===== src/rtl/cfp_pkg.sv =====
package cfp_pkg;
  localparam int PIPE_W    = 3;
  localparam int WORD_W    = 16;
  localparam int BIT_VALID = 15;
  localparam int BIT_CLR   = 14;
  localparam int BIT_RDY   = 13;

  typedef struct packed {
    logic [PIPE_W-1:0] pipe;
    logic              isel;
    logic              cnt;
    logic              wide;
    logic              cont;
  } cfg_t;
endpackage


===== src/rtl/cfp_settle.sv =====
module cfp_settle #(
  parameter int SETTLE = 2
) (
  input  logic clk,
  input  logic rst,
  input  logic start,
  input  logic cond,
  output logic rdy
);
  localparam int SW = $clog2(SETTLE + 1);

  logic [SW-1:0] cnt_q;
  logic          rdy_q;

  always_ff @(posedge clk) begin
    if (rst) begin
      cnt_q <= '0;
      rdy_q <= 1'b0;
    end else begin
      if (start)
        cnt_q <= SW'(SETTLE);
      else if (cnt_q != '0)
        cnt_q <= cnt_q - 1'b1;
      rdy_q <= !start && (cnt_q <= SW'(1)) && cond;
    end
  end

  assign rdy = rdy_q;

  assert_settle_blank_R3: assert property (@(posedge clk) disable iff (rst)
    start |=> !rdy_q);
endmodule


===== src/rtl/cfp_bval.sv =====
module cfp_bval (
  input  logic clk,
  input  logic rst,
  input  logic wr_one,
  input  logic is_tx,
  input  logic full,
  input  logic empty_now,
  input  logic clr,
  output logic valid,
  output logic commit
);
  logic valid_q, commit_q, nz_q, commit_ok, drained;

  assign commit_ok = wr_one && !(is_tx && valid_q);
  assign drained   = nz_q && empty_now;

  always_ff @(posedge clk) begin
    if (rst) begin
      valid_q  <= 1'b0;
      commit_q <= 1'b0;
      nz_q     <= 1'b0;
    end else begin
      nz_q     <= !empty_now;
      commit_q <= commit_ok && !clr;
      if (clr)
        valid_q <= 1'b0;
      else if (commit_ok || full)
        valid_q <= 1'b1;
      else if (drained)
        valid_q <= 1'b0;
    end
  end

  assign valid  = valid_q;
  assign commit = commit_q;

  assert_clr_drops_valid_R7: assert property (@(posedge clk) disable iff (rst)
    clr |=> !valid_q);
  assert_block_recommit_R5: assert property (@(posedge clk) disable iff (rst)
    (wr_one && is_tx && valid_q) |=> !commit_q);
  assert_commit_sets_R5: assert property (@(posedge clk) disable iff (rst)
    commit_q |-> valid_q);
endmodule


===== src/rtl/cfp_rxlen.sv =====
module cfp_rxlen #(
  parameter int LW = 10
) (
  input  logic          clk,
  input  logic          rst,
  input  logic          load,
  input  logic [LW-1:0] load_len,
  input  logic          rd,
  input  logic          wide,
  input  logic          cnt,
  input  logic          clr,
  output logic [LW-1:0] len_view
);
  logic [LW-1:0] rem_q, hold_q, step;

  assign step = (wide && rem_q > LW'(1)) ? LW'(2) : LW'(1);

  always_ff @(posedge clk) begin
    if (rst || clr) begin
      rem_q  <= '0;
      hold_q <= '0;
    end else if (load) begin
      rem_q  <= load_len;
      hold_q <= load_len;
    end else if (rd && rem_q != '0) begin
      rem_q <= rem_q - step;
    end
  end

  assign len_view = cnt ? rem_q : ((rem_q == '0) ? '0 : hold_q);

  assert_wide_step_R8: assert property (@(posedge clk) disable iff (rst)
    (rd && wide && rem_q > LW'(1) && !load && !clr) |=> (rem_q == $past(rem_q) - LW'(2)));
  assert_no_rise_R12: assert property (@(posedge clk) disable iff (rst)
    !load |=> (rem_q <= $past(rem_q)));
endmodule


===== src/rtl/cfifo_port_ctrl.sv =====
module cfifo_port_ctrl
  import cfp_pkg::*;
#(
  parameter int PIPES  = 8,
  parameter int LW     = 10,
  parameter int SETTLE = 2
) (
  input  logic                   clk,
  input  logic                   rst,
  input  logic                   cfg_wr,
  input  logic [PIPE_W-1:0]      cfg_pipe,
  input  logic                   cfg_isel,
  input  logic                   cfg_cnt,
  input  logic                   cfg_wide,
  input  logic                   cfg_cont,
  input  logic [PIPES-1:0]       pipe_is_rx,
  input  logic                   ctl_wr,
  input  logic [WORD_W-1:0]      ctl_wdata,
  output logic [WORD_W-1:0]      ctl_rdata,
  input  logic                   dp_rd,
  input  logic [LW-1:0]          max_pkt,
  input  logic                   rx_load,
  input  logic [LW-1:0]          rx_len,
  input  logic [LW-1:0]          buf_bytes,
  input  logic                   buf_room,
  output logic                   buf_clr,
  output logic                   buf_clr_isel,
  output logic                   buf_commit
);
  localparam int PAD_W = BIT_RDY - LW;

  cfg_t          cfg_q;
  logic          rx_dir, rdy, valid, clr_acc, rd_acc, cond, full;
  logic          clr_q, clr_isel_q;
  logic [LW-1:0] len_view;

  always_ff @(posedge clk) begin
    if (rst) begin
      cfg_q      <= '0;
      clr_q      <= 1'b0;
      clr_isel_q <= 1'b0;
    end else begin
      if (cfg_wr)
        cfg_q <= '{pipe: cfg_pipe, isel: cfg_isel, cnt: cfg_cnt,
                   wide: cfg_wide, cont: cfg_cont};
      clr_q <= clr_acc;
      if (clr_acc)
        clr_isel_q <= cfg_q.isel;
    end
  end

  assign rx_dir  = (cfg_q.pipe == '0) ? cfg_q.isel : pipe_is_rx[cfg_q.pipe];
  assign clr_acc = ctl_wr && ctl_wdata[BIT_CLR] && ((cfg_q.pipe == '0) || rdy);
  assign rd_acc  = dp_rd && rdy && rx_dir;
  assign cond    = rx_dir ? (buf_bytes != '0) : buf_room;
  assign full    = !rx_dir && !cfg_q.cont && (max_pkt != '0) && (buf_bytes >= max_pkt);

  cfp_settle #(.SETTLE(SETTLE)) u_settle (
    .clk(clk), .rst(rst), .start(cfg_wr || clr_acc), .cond(cond), .rdy(rdy)
  );

  cfp_bval u_bval (
    .clk(clk), .rst(rst), .wr_one(ctl_wr && ctl_wdata[BIT_VALID]),
    .is_tx(!rx_dir), .full(full), .empty_now(buf_bytes == '0),
    .clr(clr_acc), .valid(valid), .commit(buf_commit)
  );

  cfp_rxlen #(.LW(LW)) u_len (
    .clk(clk), .rst(rst), .load(rx_load), .load_len(rx_len), .rd(rd_acc),
    .wide(cfg_q.wide), .cnt(cfg_q.cnt), .clr(clr_acc), .len_view(len_view)
  );

  assign ctl_rdata    = {valid, 1'b0, rdy, {PAD_W{1'b0}}, (rx_dir ? len_view : '0)};
  assign buf_clr      = clr_q;
  assign buf_clr_isel = clr_isel_q;

  assert_clr_gate_R4: assert property (@(posedge clk) disable iff (rst)
    (ctl_wr && ctl_wdata[BIT_CLR] && cfg_q.pipe != '0 && !rdy) |=> !buf_clr);
  assert_clr_then_blank_R3: assert property (@(posedge clk) disable iff (rst)
    buf_clr |-> !rdy);
endmodule


===== config.mk =====
export PLATFORM = sky130hd
export DESIGN_NAME = cfifo_port_ctrl
export DESIGN_NICKNAME = d
export VERILOG_FILES = /design/src/rtl/cfp_pkg.sv /design/src/rtl/cfp_settle.sv /design/src/rtl/cfp_bval.sv /design/src/rtl/cfp_rxlen.sv /design/src/rtl/cfifo_port_ctrl.sv
export SDC_FILE = /design/constraint.sdc
export NUM_CORES = 1
export LEC_CHECK = 0
export ABC_AREA = 0
export BUFFER_PORTS_ARGS = -buffer_cell sky130_fd_sc_hd__buf_4
export CAP_MARGIN = 40
export CORE_MARGIN = 2
export CORE_UTILIZATION = 45
export CTS_CLUSTER_SIZE = 20
export DETAILED_ROUTE_END_ITERATION = 8
export PLACE_DENSITY = 0.86
export SYNTH_ARGS = -nofsm -noshare
export SYNTH_HDL_FRONTEND = slang
export SYNTH_SLANG_ARGS = --single-unit

===== constraint.sdc =====
create_clock -name clk -period 3.2 [get_ports clk]
set_input_delay 0.32 -clock clk [delete_from_list [all_inputs] [get_ports clk]]
set_output_delay 0.32 -clock clk [all_outputs]
set_load 0.02 [all_outputs]

After elaboration in Yosys (flattened, before gate mapping)
Cells that the tools add are included.
Operators by class
  add/subtract/negate cells: 2
  order comparisons: 4
  multiplexer cells: 14
  reduce and logical (&&, ||, !) cells: 38
Operators with widths (count)
  10-bit 2-to-1 mux: 5
  10-bit nonzero test: 3
  10-bit zero test: 2
  1-bit logical AND: 16
  10-bit greater-or-equal comparator: 1
  10-bit by 1-bit greater-than comparator with 1-bit output (second input constant): 1
  10-bit subtractor: 1
  2-bit nonzero test: 4
  1-bit zero test: 6
  2-bit 2-to-1 mux: 3
  1-bit 2-to-1 mux: 5
  1-bit logical OR: 4
  3-bit by 4-bit < comparator with 1-bit output (second input constant): 1
  2-bit OR reduction: 2
  1-bit binary-select mux with 3-bit select: 1
  3-bit zero test: 1
  2-bit by 1-bit less-or-equal comparator with 1-bit output (second input constant): 1
  2-bit by 1-bit subtractor with 2-bit output (second input constant): 1
Storage, ports and cells
  flip-flop bits (word level): 35
  bits of input ports: 68
  output and inout port bits: 19
  logic and storage cells: 73

Depth between registers and ports, before layout
  depth after elaboration: 9
  depth in mapped cells: 9

Hierarchy
From an unflattened synthesis, not the netlist that was laid out.
Second synthesis, totals
  cells, all modules: 248
  area, all modules: 2165.8 um2
Modules (own cells, without submodules)
  cfp_rxlen: times used 1, cells an instance 135, area an instance 1143.6 um2
  cfifo_port_ctrl: times used 1, cells an instance 97, area an instance 824.5 um2
  cfp_bval: times used 1, cells an instance 9, area an instance 98.8 um2
  cfp_settle: times used 1, cells an instance 7, area an instance 98.8 um2

Worst setup path before layout
OpenSTA, ideal clock, no wires.
  kind: reg-to-reg
  from: reg u_len.rem_q[7]
  to: reg u_len.rem_q[3]
  arrival time: 2.422 ns
  data required time: 3.068 ns
  setup slack: 0.646 ns
  cell stages (with the launch flop): 10
  clock period less this slack: 2.554 ns
  cells stage by stage: dfxtp_1 nor4_2 nand2_1 o31ai_1 ha_1 nand2b_1 or4b_2 nor3_1 xnor2_1 a21oi_1
On the way
  word-level cells in the longest chain between the ends: 6
Ends and longest elaborated chain
  start, declared: RTL line cfp_rxlen.sv:14  | logic [LW-1:0] rem_q, hold_q, step;
  start signal, assigned: RTL line cfp_rxlen.sv:23  | rem_q <= load_len;
  start signal, assigned: RTL line cfp_rxlen.sv:26  | rem_q <= rem_q - step;
  10-bit by 1-bit greater-than comparator with 1-bit output: RTL line cfp_rxlen.sv:16  | assign step = (wide && rem_q > LW'(1)) ? LW'(2) : LW'(1);
  1-bit logical AND: RTL line cfp_rxlen.sv:16
  2-bit 2-to-1 mux: RTL line cfp_rxlen.sv:16
  10-bit subtractor: RTL line cfp_rxlen.sv:26
  10-bit 2-to-1 mux: RTL line cfp_rxlen.sv:25  | end else if (rd && rem_q != '0) begin
  10-bit 2-to-1 mux: RTL line cfp_rxlen.sv:22  | end else if (load) begin
Several ways; a longest one is shown, not always the timed one. The select of a mux whose other input is x is not followed.
A chain may end at the register's enable or synchronous reset.

Final worst setup path
Same ends and word-level chain as after synthesis.

==> results.md <==
- Met3 Resource Use GR: 0.04115
- Clock root cell: clkbuf_8
- Clk slew on worst S/H paths: 0.07 ns
- Sw Ratio: 0.3016
- WL per Instance: around 15 µm
- Reg-to-reg endpoint: u_len.rem_q[3]$_SDFFE_PP0P_
- GRT Max-Usage Layer: met2
- Antenna diode instance count: 0
- Count of different cell masters after synthesis: 48
- Most used DFF post-synth: dfxtp_1
- Initial Util: 0.4608
- Max-cap violations: 0
- Fin nets: 386
- Final Hold Viols: 0
- Filler cells: ~420
- Cells taking the most area after synthesis: dfxtp_1 32%, mux2i_1 8.8%, ha_1 6.9%, a21oi_1 5.3%, nor2_1 4.3%
- Via count: about 2000
- Clk pwr share: 0.298
- Critical path origin: u_len.rem_q[7]$_SDFFE_PP0P_
- Post-CTS Setup Repair Bufs: 0
- Routing usage on met2: 0.3343
- Simple-Gate Fraction of Synth Area: 0.2494
- Final worst hold slack: 0.2670 ns
- Crit path time final: approximately 2.8 ns
- Fmax: between 300 and 400 MHz
- Critical path arrival: 2.98 ns
- First-pass GRT wire length: 8.859 mm
- Hold EP: cfg_q[5]$_SDFFE_PP0P_
- Routability cong.: 0.8202
- Seq pwr share: 0.451
- DP Wirelength: 3.876 mm
- Vias in the first global route: around 1900
- Crit path largest cell delay: between 0.6 and 0.7 ns
- Synth Area in Adders: 0.07870
- Gates resized, CTS repair: 0
- Worst path cell trace: nor4_2, nand2_1, o31ai_1, ha_1, nand2b_1, or4b_2, nor3_1, xnor2_1, a21oi_1
- Slew Limit Fails: 0
- Grt ovf: 0
- Logic pwr share: 0.250
- HP Start: cfg_pipe[1]
- Share of cells above drive strength 1: 0.2787
- Num CTS Buffers: 5
- Asr flop ratio synth: 0
- Pre-CTS WS: just over 0.4 ns
- Max_slew headroom: 0.4454
- Clock Skew: just over 0.006 ns
- Tot Pwr: roughly 1.1 mW
- Mux contribution to synthesized area: 0.1227
- H-tree depth: 2
- Yosys reg bits: 35
- Mapped Cells: around 250
- # rows: 25
- Crit start category: register
- Critical-path top delay cell: or4b_2
- Hold Path Class: primary input to register
- Measured slew at the worst slew-check pin: around 0.83 ns
- Drt total wl: 5.297 mm
- CP max FO: 4
- Clock Sinks: 35
- Multi-input gate area: ~1300 µm²
- Internal power: 0.7616 mW
- Worst-skew pair later-pin latency: 0.29 ns
- Number of enable flip-flop cells after synthesis: 0
- NetSw: 0.3289 mW
- Pin count of the biggest net entering global routing: 22
- Period utilization: 0.8831
- Sequential Area: 700.7 µm²
- Main combinational cell family by area after synthesis: simple AND/OR/NAND/NOR gates
- Status: finished, final reports clean
- DR vias/cell: 5.499
- Maximum buffer depth of the clock tree: 2
- Die footprint: 5375 µm²
- Initial antenna violation count: 0
- R2r worst-path depth: 9
- WHS Path Cells: 3
- WP data required: 3.36 ns
- Port Buf Inserts: 67
- YS warnings: 0
- PwrDens: 398.7 nW/µm²
- Crit Path Category: register to register
- Cts hold-fix bufs: 0
- Die Ht: 73.32 µm
- Final WS setup: 0.3741 ns
- Final setup violation count: 0
- Synth Area in Compound Gates: 0.1186
- Setup Total Neg Slack: 0 ns
- GRT Total Usage: 0.2118
- Max VDD drop: 147.9 µV
- M1 GR Usage: 0.2913
- Drt drc: 0
- R2R setup slack: 0.37 ns
- Area Overhead vs Synth: 26.50%
- Die X: 73.32 µm
- Core Area: 4692 µm²
- Worst R2R Start: u_len.rem_q[7]$_SDFFE_PP0P_
- Sequential-to-total area share from yosys stat: 0.3241
- Cell Area, Synth: 2162 µm²
- DRT antenna net count: 0
- DRT iter0 DRCs: 139
- Post-synthesis xor/xnor area fraction: 0.03241
- Top cell type's share of synthesized area: 0.3241
- Pre-Repair DR Iteration Count: 4
- RSZ-0062 raised after global routing: no
- Largest area contributor in the netlist: dfxtp_1
- Synthesized area per cell: 8.789 µm²
- Top Ports: 87
- CTS tree: yes
- Static Leak: 1.199 nW
- Worst setup EP type: register
-- state kept, by name (all words and copies together), names as in the netlist --
name / count
buf_clr: 1
u_settle.cnt_q: 2
u_settle.rdy: 1
u_len.rem_q: 10
cfg_q: 7
u_bval.valid: 1
u_bval.nz_q: 1
u_len.hold_q: 10
buf_clr_isel: 1
u_bval.commit: 1
-- how the worst max path moves through the flow --
stage               cells after the start  slack (ns)                           to
finish                                  9        0.37  u_len.rem_q[3]$_SDFFE_PP0P_
global route                            9        0.06  u_len.rem_q[3]$_SDFFE_PP0P_
CTS                                     9        0.38  u_len.rem_q[3]$_SDFFE_PP0P_
detailed placement                      9        0.41  u_len.rem_q[3]$_SDFFE_PP0P_
global placement                        9        0.49  u_len.rem_q[3]$_SDFFE_PP0P_
floorplan                               9        0.65  u_len.rem_q[3]$_SDFFE_PP0P_
-- critical path: cells and delay by family, from the launching register on --
kind	cells	cell delay (ns)
AOI/OAI and AO/OA	2	0.44
xor gates and xnor gates	1	0.14
adders and majority gates	1	0.26
DFF	1	0.35
and+or+nand+nor	5	1.49
-- power by group through the flow --
stage | logic (mW) | clock network (mW) | registers [mW]
6_report | 0.273 | 0.325 | 0.492
5_1_grt | 0.303 | 0.345 | 0.496
4_1_cts | 0.273 | 0.326 | 0.492
3_5_place_dp | 0.271 | 0 | 0.501
3_3_place_gp | 0.265 | 0 | 0.499
2_1_floorplan | 0.184 | 0 | 0.493
-- cells in the final DEF, fill, tap and decap left out, types with 4 or more instances in the layout --
| cell type | Yosys | final |
|---|---|---|
| a21oi_1 | 23 | 23 |
| buf_4 | 6 | 68 |
| clkbuf_8 | 0 | 6 |
| conb_1 | 1 | 4 |
| dfxtp_1 | 35 | 35 |
| ha_1 | 12 | 12 |
| inv_1 | 14 | 14 |
| mux2i_1 | 19 | 19 |
| nand2_1 | 15 | 15 |
| nand3b_1 | 9 | 9 |
| nor2_1 | 25 | 25 |
| nor3_1 | 6 | 6 |
| nor4_1 | 9 | 9 |
| o21ai_0 | 8 | 8 |
| xnor2_1 | 8 | 8 |
-- kinds of logic after synthesis --
| logic type | after synthesis |
|---|---|
| buffers and inverters | 33 |
| XOR/XNOR | 8 |
| AO/OA/AOI/OAI | 43 |
| other | 1 |
| AND/OR/NAND/NOR | 91 |
| multiplexers | 22 |
| flip-flops | 35 |
| adder cells (fa/ha/maj) | 13 |
-- routing by layer --
metal | vias up | routed length (µm)
li1 | 987 | -
met1 | 915 | 2403
met2 | 63 | 2499
met3 | 9 | 305
met4 | 0 | 89
met5 | - | 0
-- Yosys cell counts (2+ instances only) --
library cell	instances
nor4_1	9
nand3_1	3
nor3_1	6
a21oi_1	23
nor2_1	25
nor4_2	3
mux2i_1	19
clkbuf_1	10
nand2b_1	3
nor4b_1	2
nand2_1	15
inv_1	14
a311o_1	2
buf_2	2
ha_1	12
nand4b_1	3
mux4_1	2
xnor2_1	8
or4_1	2
buf_4	6
o21ai_0	8
dfxtp_1	35
nand3b_1	9
-- final cells by class --
class                   instances  share of cell area
clock buffers                   6             0.03019
clock inverters                 1            0.001830
inverters                      14             0.01921
multi-input cells             181              0.4812
flip-flops and latches         35              0.2562
well taps                      54             0.02470
repair buffers                 68              0.1866
-- stage by stage --
step / area (µm²) / util / std cells
6_report: 2735 / 0.5829 / 359
3_5_place_dp: 2648 / 0.5643 / 352
4_1_cts: 2735 / 0.5829 / 359
2_1_floorplan: 2173 / - / 249
3_3_place_gp: 2648 / 0.5643 / 352
5_1_grt: 2735 / 0.5829 / 359
Power figures use the tool's default switching activity.
